**config.mk**
```make
export PLATFORM = sky130hd
export DESIGN_NAME = i2c_byte_master
export DESIGN_NICKNAME = d
export VERILOG_FILES = /design/src/rtl/i2c_byte_master.sv
export SDC_FILE = /design/constraint.sdc
export NUM_CORES = 1
export LEC_CHECK = 0
export ABC_AREA = 1
export BUFFER_PORTS_ARGS = -buffer_cell sky130_fd_sc_hd__buf_4
export CAP_MARGIN = 20
export CORE_MARGIN = 1
export CORE_UTILIZATION = 29
export DETAILED_ROUTE_END_ITERATION = 6
export HOLD_SLACK_MARGIN = 0.02
export SYNTH_ARGS = -nofsm -noshare
export SYNTH_HDL_FRONTEND = slang
export SYNTH_SLANG_ARGS = --single-unit
```
**constraint.sdc**
```tcl
create_clock -name clk -period 1.73 [get_ports clk]
set_clock_uncertainty 0.15 [all_clocks]
set_input_delay 0.0865 -clock clk [delete_from_list [all_inputs] [get_ports clk]]
set_output_delay 0.0865 -clock clk [all_outputs]
set_load 0.01 [all_outputs]
```
**src/rtl/i2c_byte_master.sv**
```systemverilog
`timescale 1ns/1ps
module i2c_byte_master #(
  parameter logic [15:0] DIV_RST = 16'hFFFF
)(
  input  logic       clk,
  input  logic       rst_n,
  input  logic [2:0] reg_addr,
  input  logic [7:0] reg_wdata,
  input  logic       reg_we,
  output logic [7:0] reg_rdata,
  output logic       irq,
  input  logic       scl_in,
  input  logic       sda_in,
  output logic       scl_oe,
  output logic       sda_oe
);
  localparam logic [2:0] A_DIVL = 3'd0, A_DIVH = 3'd1, A_CTRL = 3'd2, A_DATA = 3'd3, A_CMD = 3'd4;
  localparam logic [2:0] PH_SMP = 3'd2, PH_END = 3'd4;

  typedef enum logic [2:0] {S_IDLE, S_START, S_BIT, S_ACK, S_STOP} st_t;

  st_t         st;
  logic [15:0] div, cnt;
  logic        en, ien;
  logic [7:0]  dat, sh;
  logic [2:0]  ph, bitn;
  logic        c_sto, c_rd, c_wr, c_nack;
  logic        sif, sal, rxack, busy;
  logic        scl_q, sda_q, sda_d;
  logic        hold_scl, hold_sda;
  logic        lv_scl, lv_sda, bitv;

  wire tip       = (st != S_IDLE);
  wire wr_cmd    = reg_we && (reg_addr == A_CMD);
  wire accept    = wr_cmd && en && !tip && (|reg_wdata[7:4]);
  wire tick      = tip && (cnt == 16'd0);
  wire last      = (ph == PH_END);
  wire smp       = (ph == PH_SMP);
  wire start_det = scl_q && sda_d && !sda_q;
  wire stop_det  = scl_q && !sda_d && sda_q;
  wire lost      = smp && (st == S_BIT) && c_wr && sh[7] && !sda_q;

  assign bitv = (st == S_BIT) ? (c_wr ? sh[7] : 1'b1) : (c_wr ? 1'b1 : c_nack);

  always_comb begin
    lv_scl = hold_scl;
    lv_sda = hold_sda;
    case (st)
      S_START: case (ph)
        3'd0:       begin lv_scl = 1'b0; lv_sda = 1'b1; end
        3'd1:       begin lv_scl = 1'b1; lv_sda = 1'b1; end
        3'd2, 3'd3: begin lv_scl = 1'b1; lv_sda = 1'b0; end
        default:    begin lv_scl = 1'b0; lv_sda = 1'b0; end
      endcase
      S_STOP: case (ph)
        3'd0:       begin lv_scl = 1'b0; lv_sda = 1'b0; end
        3'd1, 3'd2: begin lv_scl = 1'b1; lv_sda = 1'b0; end
        default:    begin lv_scl = 1'b1; lv_sda = 1'b1; end
      endcase
      S_BIT, S_ACK: begin
        lv_scl = !(ph == 3'd0 || ph == PH_END);
        lv_sda = bitv;
      end
      default: ;
    endcase
  end

  assign scl_oe = !(tip ? lv_scl : hold_scl);
  assign sda_oe = !(tip ? lv_sda : hold_sda);
  assign irq    = ien && sif;

  always_comb begin
    case (reg_addr)
      A_DIVL:  reg_rdata = div[7:0];
      A_DIVH:  reg_rdata = div[15:8];
      A_CTRL:  reg_rdata = {en, ien, 6'b0};
      A_DATA:  reg_rdata = dat;
      A_CMD:   reg_rdata = {rxack, busy, sal, 3'b000, tip, sif};
      default: reg_rdata = 8'h00;
    endcase
  end

  always_ff @(posedge clk or negedge rst_n) begin
    if (!rst_n) begin
      st <= S_IDLE; div <= DIV_RST; cnt <= 16'd0; en <= 1'b0; ien <= 1'b0;
      dat <= 8'h00; sh <= 8'h00; ph <= 3'd0; bitn <= 3'd7;
      c_sto <= 1'b0; c_rd <= 1'b0; c_wr <= 1'b0; c_nack <= 1'b0;
      sif <= 1'b0; sal <= 1'b0; rxack <= 1'b0; busy <= 1'b0;
      scl_q <= 1'b1; sda_q <= 1'b1; sda_d <= 1'b1;
      hold_scl <= 1'b1; hold_sda <= 1'b1;
    end else begin
      scl_q <= scl_in;
      sda_q <= sda_in;
      sda_d <= sda_q;
      if (start_det) busy <= 1'b1;
      else if (stop_det) busy <= 1'b0;

      if (reg_we) begin
        case (reg_addr)
          A_DIVL: div[7:0]  <= reg_wdata;
          A_DIVH: div[15:8] <= reg_wdata;
          A_CTRL: begin en <= reg_wdata[7]; ien <= reg_wdata[6]; end
          A_DATA: dat <= reg_wdata;
          default: ;
        endcase
      end
      if (wr_cmd && reg_wdata[0]) sif <= 1'b0;

      if (!en || accept || cnt == 16'd0) cnt <= div;
      else cnt <= cnt - 16'd1;

      if (!en) begin
        st <= S_IDLE;
        hold_scl <= 1'b1;
        hold_sda <= 1'b1;
      end else if (accept) begin
        sal    <= 1'b0;
        c_sto  <= reg_wdata[6];
        c_rd   <= reg_wdata[5];
        c_wr   <= reg_wdata[4];
        c_nack <= reg_wdata[3];
        sh     <= dat;
        ph     <= 3'd0;
        bitn   <= 3'd7;
        st     <= reg_wdata[7] ? S_START : ((reg_wdata[5] || reg_wdata[4]) ? S_BIT : S_STOP);
      end else if (tip) begin
        hold_scl <= lv_scl;
        hold_sda <= lv_sda;
        if (tick) begin
          ph <= last ? 3'd0 : ph + 3'd1;
          if (smp && st == S_BIT && !c_wr) sh <= {sh[6:0], sda_q};
          if (smp && st == S_ACK) begin
            if (c_wr) rxack <= sda_q;
            else dat <= sh;
          end
          if (lost) begin
            sal <= 1'b1;
            sif <= 1'b1;
            st  <= S_IDLE;
            hold_scl <= 1'b1;
            hold_sda <= 1'b1;
          end else if (last) begin
            case (st)
              S_START:
                if (c_rd || c_wr) st <= S_BIT;
                else if (c_sto) st <= S_STOP;
                else begin st <= S_IDLE; sif <= 1'b1; end
              S_BIT: begin
                if (c_wr) sh <= {sh[6:0], 1'b0};
                if (bitn == 3'd0) st <= S_ACK;
                else bitn <= bitn - 3'd1;
              end
              S_ACK:
                if (c_sto) st <= S_STOP;
                else begin st <= S_IDLE; sif <= 1'b1; end
              S_STOP: begin st <= S_IDLE; sif <= 1'b1; end
              default: st <= S_IDLE;
            endcase
          end
        end
      end
    end
  end

  p_accept_tip_r3: assert property (@(posedge clk) disable iff (!rst_n)
    accept |=> tip) else $error("accepted command did not start");

  p_off_release_r2: assert property (@(posedge clk) disable iff (!rst_n)
    !en |=> (!scl_oe && !sda_oe)) else $error("lines held while core off");

  p_busy_start_r8: assert property (@(posedge clk) disable iff (!rst_n)
    start_det |=> busy) else $error("busy not set after start");

  p_if_after_op_r7: assert property (@(posedge clk) disable iff (!rst_n)
    $rose(sif) |-> $past(tip)) else $error("flag rose without an operation");

  p_lost_abort_r9: assert property (@(posedge clk) disable iff (!rst_n)
    $rose(sal) |-> (!tip && !scl_oe && !sda_oe)) else $error("abort did not release lines");
endmodule

```
[After elaboration in Yosys (flattened, before gate mapping)]
Index checks and enable logic that the tools add are counted.
Storage, ports and cells
  bits in registers: 72
  latch bits: 0
  memory bits (writable): 0
  memory bits (read-only): 0
  logic and storage cells: 181
  memories: 0
Operators by class
  add/sub/neg operators: 3
  multipliers: 0
  div/mod/pow operators: 0
  $lt $le $gt $ge: 0
  eq/ne operators: 20
  shifts and indexed selects: 0
  muxes and demuxes: 78
  bitwise logic cells: 1
  reduce and logical (&&, ||, !) cells: 56
Operators with widths (count)
  $mux 8: 16
  $mux 3: 22
  $pmux 8 s5: 1
  $mux 1: 34
  $eq 3x2->1 const B: 6
  $logic_and 1x1->1: 17
  $logic_not 16->1: 1
  $mux 16: 1
  $sub 16x1->16 const B: 1
  $reduce_bool 2->1: 6
  $reduce_and 2->1: 5
  $eq 3x1->1 const B: 3
  $eq 3x3->1 const B: 3
  $logic_not 3->1: 3
  $pmux 1 s3: 3
  $pmux 3 s3: 1
  $logic_not 1->1: 8
  $reduce_and 4->1: 2
  $reduce_and 7->1: 1
  $ne 2x2->1 const B: 3
  $ne 3x1->1 const B: 2
  $reduce_and 6->1: 1
  $reduce_or 3->1: 2
  $logic_or 1x1->1: 5
  10 further kinds: 11

[Longest topological paths before layout]
Gate-level depths: netlist of run 1.
  word-level depth: 13
  gate-level depth with buffers: 11

[Least setup slack after synthesis of run 1]
Ideal clock, no wire load.
  kind: flip-flop to flip-flop
  start: reg ph[1]
  end: reg sh[1]
  setup time: 0.116 ns
  arrival: 1.433 ns
  slack: 0.030 ns
  stages on the path, launching flop included: 12
  path buffers: 0
  cell sequence: dfrtp_1 -> inv_1 -> ha_1 -> nand2_1 -> inv_1 -> nand3_2 -> nand2_2 -> nand2_1 -> nand2_1 -> nand2_1 -> nand2_1 -> nand2_1
Between the ends
  word-level cells in the longest chain between the ends: 11
Ends and longest elaborated chain
  start, declared: line 26  | logic [2:0] ph, bitn;
  start signal, assigned: line 130  | ph <= last ? 3'd0 : ph + 3'd1;
  $eq 3x2->1: line 38  | wire smp = (ph == PH_SMP);
  $logic_and 1x1->1: line 41, 131
  $logic_and 1x1->1: line 131  | if (smp && st == S_BIT && !c_wr) sh <= {sh[6:0], sda_q};
  $mux 8: line 131
  $mux 8: line 149  | if (c_wr) sh <= {sh[6:0], 1'b0};
  $mux 8: line 143  | case (st)
  $mux 8: line 142  | end else if (last) begin
  $mux 8 (*): line 136  | if (lost) begin
  $mux 8 (*): line 129  | if (tick) begin
  $mux 8 (*): line 126  | end else if (tip) begin
  $mux 8 (*): line 116  | end else if (accept) begin
  end signal, assigned: line 122  | sh <= dat;
  end signal, assigned: line 131
  end signal, assigned: line 149
  end, declared: line 25  | logic [7:0] dat, sh;
Every way passes the cells marked *; elsewhere a longest branch is shown, timed or not. The select of a mux whose other input is x is not followed.
A chain may end at the register's enable or synchronous reset.

[Worst setup path in the final report of run 1]
  start: reg st[2]
  end: out sda_oe
Between the ends
  word-level cells in the longest chain between the ends: 5
Ends and longest elaborated chain
  start, declared: line 22  | st_t st;
  start signal, assigned: line 125  | st <= reg_wdata[7] ? S_START : ((reg_wdata[5] || reg_wdata[4]) ? S_BIT : S_STOP);
  $eq 3x2->1, on equally long branches: line 43, 48
  $mux 1 / $reduce_or 2->1 (equally long branches): line 43, 48
  $pmux 1 s3: line 48  | case (st)
  $mux 1 (*): line 69  | assign sda_oe = !(tip ? lv_sda : hold_sda);
  $logic_not 1->1 (*): line 69
  end, declared: line 15  | output logic sda_oe
Every way passes the cells marked *; elsewhere a longest branch is shown, timed or not.

==> results of run 1 <==
==> cells by family after synthesis <==
kind of cell	count (synthesis)
compound gates	71
xor+xnor	15
fa+ha+maj	8
buf+inv	65
flops	72
simple gates	346
==> tightest hold or removal path, stage by stage <==
cell and delay (ns):
buf_4 0.14, nand3_2 0.10, o21ai_0 0.08, o21ai_0 0.07
==> flip-flops by register name (all words and copies together) (netlist names), 3 cells and up <==
register,flops
bitn,3
cnt,16
dat,8
div,16
ph,3
sh,8
st,3
==> power groups by stage <==
stage               logic (mW)  registers [mW]  clock network (mW)
finish                    2.39            2.38                1.87
detailed placement        1.95            2.35                   0
floorplan                 1.13            2.29                   0
global route              2.65            2.42                1.97
global placement          1.94            2.35                   0
CTS                       2.17            2.35                1.90
==> per-layer routing <==
metal / routed length [µm] / GRT usage (%)
met2: 6250 / 28.3
met4: 264 / 8.36
met1: 5710 / 22.7
met5: 0 / 0
met3: 347 / 2.79
==> path summary, 6_finish.rpt <==
path	start	to	cells after the start
max	st[2]	sda_oe	8
min	reg_addr[2]	sif	4
max reg2reg	st[0]	cnt[3]	9
min reg2reg	sda_q	sda_d	0
max in group asynchronous	rst_n	sda_d	3
min in group asynchronous	rst_n	cnt[9]	3
==> layout by cell type (no fill, tap or decap), drive strengths merged <==
master / instances
a21oi: 8
a31oi: 1
and3: 1
buf: 106
bufinv: 1
clkbuf: 13
clkinv: 3
clkinvlp: 1
dfrtp: 48
dfstp: 24
dlygate4sd3: 11
dlymetal6s4s: 1
ha: 8
inv: 51
nand2: 222
nand3: 50
nand3b: 2
nand4: 6
nor2: 61
nor3: 4
nor3b: 1
o2111ai: 2
o211ai: 2
o21ai: 57
o31ai: 1
or2: 1
xnor2: 7
xor2: 8
==> final cells by class <==
cell class	instances	area, µm²	area share, %
Clock buffer	12	246	4.07
Clock inverter	3	42.5	0.702
Inverter	53	204	3.37
Multi-Input combinational cell	442	2460	40.6
Sequential cell	72	1840	30.3
Tap cell	184	230	3.80
Timing Repair Buffer	119	1040	17.1
==> what timing repair did <==
| action | 4_1_cts | 5_1_grt |
|---|---|---|
| setup endpoints to repair | 44 | 48 |
| endpoints found under the hold margin | 92 | 0 |
| gates cloned | 0 | 3 |
| resized for setup | 42 | 57 |
| pin swaps | 16 | 31 |
| hold buffers | 12 | 0 |
| setup buffers | 11 | 4 |
==> per-stage QoR <==
stage          hold slack, ns  power [mW]  setup slack [ns]  area [µm²]
6_report               0.0290        6.64           -0.0705        6060
5_1_grt                0.0602        7.04            -0.127        6060
4_1_cts                0.0215        6.42           -0.0747        5800
3_5_place_dp          -0.0102        4.31            -0.191        5180
3_3_place_gp          -0.0116        4.29            -0.168        5180
2_1_floorplan          -0.359        3.42            0.0305        4300
==> results by group, run 1 <==
Layout
  – Final-layout fill cell count: 1,457
  – Layout overhead on the synthesized area: 40.9%
  – Post-route insts no fill: approximately 890
  – Share of layout cells above drive strength 1: approximately a third
  – Final Core Density: 41.8%
  – N_diodes: 0
  – Final nets: between 700 and 800

Synth
  – Yosys cell types: 35
  – Area leader, netlist: dfrtp_1
  – Largest family of logic cells by synthesized area: simple AND/OR/NAND/NOR gates
  – Largest cells by area after synthesis: dfrtp_1 (28%), nand2_1 (19%), dfstp_2 (15%)
  – Syn Area/Cell: ~7.4 µm²
  – Multiplexer share of the synthesized area: 0%
  – Mapped Nets: roughly 600
  – Most frequently used flop master after synthesis: dfrtp_1
  – Sequential fraction of the synthesis area: 42.6%
  – Synth async-reset ratio: 100%
  – Yosys warnings: 0
  – Area share of fa/ha/maj cells after synthesis: 2.33%
  – Synth Area in Compound Gates: a little under a tenth
  – Yosys reg bits: a little over 70
  – Mapped Area: about 0.0043 mm²
  – Share of the synthesized area in the top cell type: 27.9%
  – Post-Synth Simple-Gate Area: between 30 and 40%
  – Xor-xnor portion of the synthesized cell area: a little over 3%
  – Commonest cells in the netlist: nand2_1 (212), nor2_1 (52), dfrtp_1 (48)
  – EDFF count, synth: 0
  – Cells after synthesis: around 580
  – Most frequent cell after synthesis: nand2_1

Setup path
  – WP buf/inv: 3
  – CP peak stage delay: approximately 0.38 ns
  – CP Cell Sequence: inv_2 -> nand2_4 -> buf_6 -> a31oi_4 -> o21ai_1 -> nand3_1 -> a21oi_2 -> buf_4
  – Setup CP Type: flip-flop to primary output
  – CP max-delay cell: dfrtp_1
  – CP Max Fanout: 3
  – CP Launch Type: flip-flop
  – Register-to-Register Setup Slack: approximately 0.01 ns
  – Kind of cell adding the most delay to the critical path: buffers and inverters
  – WP data arrival: roughly 1.6 ns
  – Endpoint class of the critical path: primary output
  – Data required time of the critical path: 1.49 ns

Timing
  – Worst-margin pin slew: about 0.47 ns
  – Fin crit period: ~1.8 ns
  – RSZ-0062 raised after global routing: yes
  – Final Max Slew Viols: 0
  – Hold Vio Cnt, Final: 0
  – Final setup fails: 3
  – TNS Setup: -0.154 ns
  – FMAX: 555 MHz
  – Setup ws final: -0.0705 ns
  – Slew HR: around 69%
  – Final Cycle Share: 104%

Pwr
  – Clk pwr share: roughly 28%
  – Worst vdd ir: around 540 µV
  – Pwr Density: 1100 mW/mm²
  – NetSw: 2.28 mW
  – Flop pwr share: between 30 and 40%
  – Switch share: 34.4%
  – Power Internal: ~4.4 mW
  – Leakage power: roughly 3 nW
  – Comb power frac: a little over a third

GRT
  – GR Overflow Total: 0
  – Vias in the first global route: between 4k and 5k
  – First-pass GRT wire length: roughly 20,000 µm
  – Largest net degree at the start of global routing: 73
  – GRT Total Usage: between 10% and 20%
  – Antenna violations before repair: 0

Floorplan
  – I/O pin count: 27
  – Die H: approximately 120 µm
  – Die area: 0.0153 mm²
  – Core Footprint: between 0.01 and 0.015 mm²
  – Starting Density: roughly 30%
  – Chip width: 124 µm
  – Row cnt: 44

Drt
  – Final WL: between 10,000 and 15,000 µm
  – Wire per inst: around 14 µm
  – Antenna Nets Post-Route: 0
  – DR iter-0 viols: 288
  – Via/cell ratio: ~4.6
  – Detailed Routing Iterations Pass 1: 4
  – DRC violations left: 0
  – Via count: approximately 4.1k

Placement
  – Placed cells: about 840
  – GP Congestion: roughly 0.85
  – PortBufs: 26
  – Post-detailed-placement half-perimeter wirelength: ~8800 µm

Run status
  – Failing checks: setup timing
  – Outcome: finished, violations left

Run
  – Max Cap Violations: 0

CTS
  – CTS clk-pin slew, worst paths: around 0.060 ns
  – Root buffer cell: clkbuf_16
  – Clk sinks: between 70 and 80
  – CTS Buf Count: 9
  – H-tree Lvls: 3
  – CTS Buffer Depth: 2
  – CTS tree: done
  – Skew-Pair Late Insertion Delay: ~0.34 ns

Worst hold path
  – Min-Delay Path Class: input pin to flip-flop
(Power assumes the default switching activity.)
==> run 2: changes to the inputs <==
- CORE_MARGIN: 1 -> 5
- GPL_ROUTABILITY_DRIVEN: default -> 0
- RECOVER_POWER: default -> 100
==> results by group, run 2 (synthesized netlist as in run 1, its figures left out) <==
Run status
  – Outcome: finished, violations left (unchanged)
  – Failing checks: setup timing (unchanged)

Timing
  – Worst-margin pin slew: 0.527 ns (was 0.471 ns)
  – Hold Vio Cnt, Final: 0 (unchanged)
  – WHS: 0.00606 ns (was 0.0290 ns)
  – Final Max Slew Viols: 0 (unchanged)
  – Fin crit period: 1.81 ns (was 1.80 ns)
  – TNS Setup: -0.390 ns (was -0.154 ns)
  – FMAX: 551 MHz (was 555 MHz)
  – Setup ws final: -0.0839 ns (was -0.0705 ns)
  – RSZ-0062 raised after global routing: yes (unchanged)
  – Slew HR: 64.9% (was 68.5%)
  – Final setup fails: 18 (was 3)
  – Final Cycle Share: 105% (was 104%)

CTS
  – H-tree Lvls: 3 (unchanged)
  – CTS tree: done (unchanged)
  – CTS Buffer Depth: 2 (unchanged)
  – Root buffer cell: clkbuf_16 (unchanged)
  – Skew-Pair Late Insertion Delay: 0.34 ns (about the same)
  – CTS Buf Count: 9 (unchanged)
  – CTS clk-pin slew, worst paths: 0.06 ns (about the same)
  – Clk sinks: 72 (unchanged)

Placement
  – PortBufs: 26 (unchanged)
  – Placed cells: 835 (was 841)
  – Post-detailed-placement half-perimeter wirelength: 9080 µm (was 8750 µm)
  – Cell area after placement: 0.00513 mm² (was 0.00518 mm²)

Setup path
  – Data required time of the critical path: 1.80 ns (was 1.49 ns)
  – WP data arrival: 1.89 ns (was 1.56 ns)
  – CP Launch Type: input pin (was flip-flop)
  – Setup CP Type: input pin to flip-flop (was flip-flop to primary output)
  – CP Max Fanout: 5 (was 3)
  – Endpoint class of the critical path: flip-flop (was primary output)

Layout
  – Final instance area: 0.00590 mm² (was 0.00606 mm²)
  – Post-route insts no fill: 874 (was 885)
  – Commonest non-fill, non-tap cell in the layout: nand2_1 (unchanged)
  – N_diodes: 0 (unchanged)
  – Layout overhead on the synthesized area: 37.3% (was 40.9%)
  – Final nets: 709 (was 721)
  – Largest regs: cnt x16, div x16 (unchanged)
  – Final Core Density: 40.6% (was 41.8%)
  – Most frequent cells in the layout: nand2_1 (197), buf_4 (75), dfrtp_1 (45) (was nand2_1 (202), buf_4 (90), dfrtp_1 (45))
  – Share of layout cells above drive strength 1: 32.0% (was 34.1%)

Run
  – Max Cap Violations: 0 (unchanged)

Floorplan
  – Die area: 0.0174 mm² (was 0.0153 mm²)
  – Chip width: 132 µm (was 124 µm)
  – Row cnt: 44 (unchanged)
  – Starting Density: 29.6% (was 29.7%)
  – Die H: 132 µm (was 124 µm)
  – Core Footprint: 0.0145 mm² (about the same)
  – I/O pin count: 27 (unchanged)

Pwr
  – Switch share: 34.9% (was 34.4%)
  – Worst vdd ir: 549 µV (was 536 µV)
  – Pwr Density: 1110 mW/mm² (was 1100 mW/mm²)
  – Leakage power: 2.87 nW (was 2.97 nW)
  – Flop pwr share: 36.2% (was 35.8%)
  – Clk pwr share: 28.3% (was 28.1%)
  – Power Internal: 4.26 mW (was 4.35 mW)
  – Comb power frac: 35.5% (was 36.0%)
  – NetSw: 2.29 mW (was 2.28 mW)

Drt
  – Detailed Routing Iterations Pass 1: 5 (was 4)
  – Antenna Nets Post-Route: 0 (unchanged)
  – DR iter-0 viols: 373 (was 288)
  – Wire per inst: 14.1 µm (was 14.2 µm)
  – Via count: 4,042 (was 4,086)
  – DRC violations left: 0 (unchanged)
  – Via/cell ratio: 4.62 (about the same)
  – Final WL: 12,300 µm (was 12,600 µm)

GRT
  – GRT Total Usage: 14.5% (was 17.5%)
  – Largest net degree at the start of global routing: 35 (was 73)
  – First-pass GRT wire length: 20,300 µm (was 20,100 µm)
  – Antenna violations before repair: 0 (unchanged)
  – Vias in the first global route: 3,998 (was 4,061)
  – GR Overflow Total: 0 (unchanged)

Worst hold path
  – Min-Delay Path Class: input pin to flip-flop (unchanged)
[run 2: cell type report]
| class | instances | area [µm²] |
|---|---|---|
| clock buffers | 11 | 233 |
| clock inverters | 5 | 56.3 |
| fillers | 1517 | 8630 |
| inverters | 53 | 201 |
| multi-input cells | 440 | 2470 |
| flip-flops and latches | 72 | 1840 |
| well taps | 184 | 230 |
| repair buffers | 109 | 876 |
[run 2: worst paths after layout]
path	startpoint	end	slack, ns	cells past startpoint
max in group asynchronous	rst_n	c_wr	0.35	3
max reg2reg	ph[0]	sh[7]	0.01	12
min	reg_wdata[7]	st[0]	0.006	5
min reg2reg	sda_q	sda_d	0.22	0
min in group asynchronous	rst_n	cnt[0]	0.11	2
max	reg_we	sif	-0.08	6
[run 2: metal layers]
layer  track usage, %  wire, µm  vias up
li1                 -         -     2064
met1             19.4      5800     1887
met2             23.5      5880       72
met3             2.21       372       19
met4             5.49       238        0
met5                0         0        -
[run 2: what timing repair did]
item	in CTS	in global routing
hold buffers	12	0
resized for setup	32	63
setup buffers	8	4
pin swaps	8	21
cloned	0	1
endpoints found under the hold margin	87	0
endpoints found under the setup margin	37	48
[run 2: through the flow]
step                setup WS [ns]  power [mW]
floorplan                  0.0305        3.42
global placement          -0.0976        4.25
detailed placement         -0.107        4.26
CTS                       -0.0891        6.28
global route               -0.185        6.98
finish                    -0.0839        6.55
[run 2: power by group through the flow]
stage | clock network (mW) | logic [mW] | registers, mW
6_report | 1.85 | 2.33 | 2.37
5_1_grt | 1.97 | 2.59 | 2.41
4_1_cts | 1.89 | 2.05 | 2.34
3_5_place_dp | 0 | 1.91 | 2.35
3_3_place_gp | 0 | 1.90 | 2.35
2_1_floorplan | 0 | 1.13 | 2.29
[run 2: worst max-delay path, stage by stage]
cell and delay (ns):
dlygate4sd3_1 0.52, clkbuf_1 0.29, nand3_2 0.17, dlygate4sd3_1 0.61, o21ai_1 0.12, o21ai_0 0.09
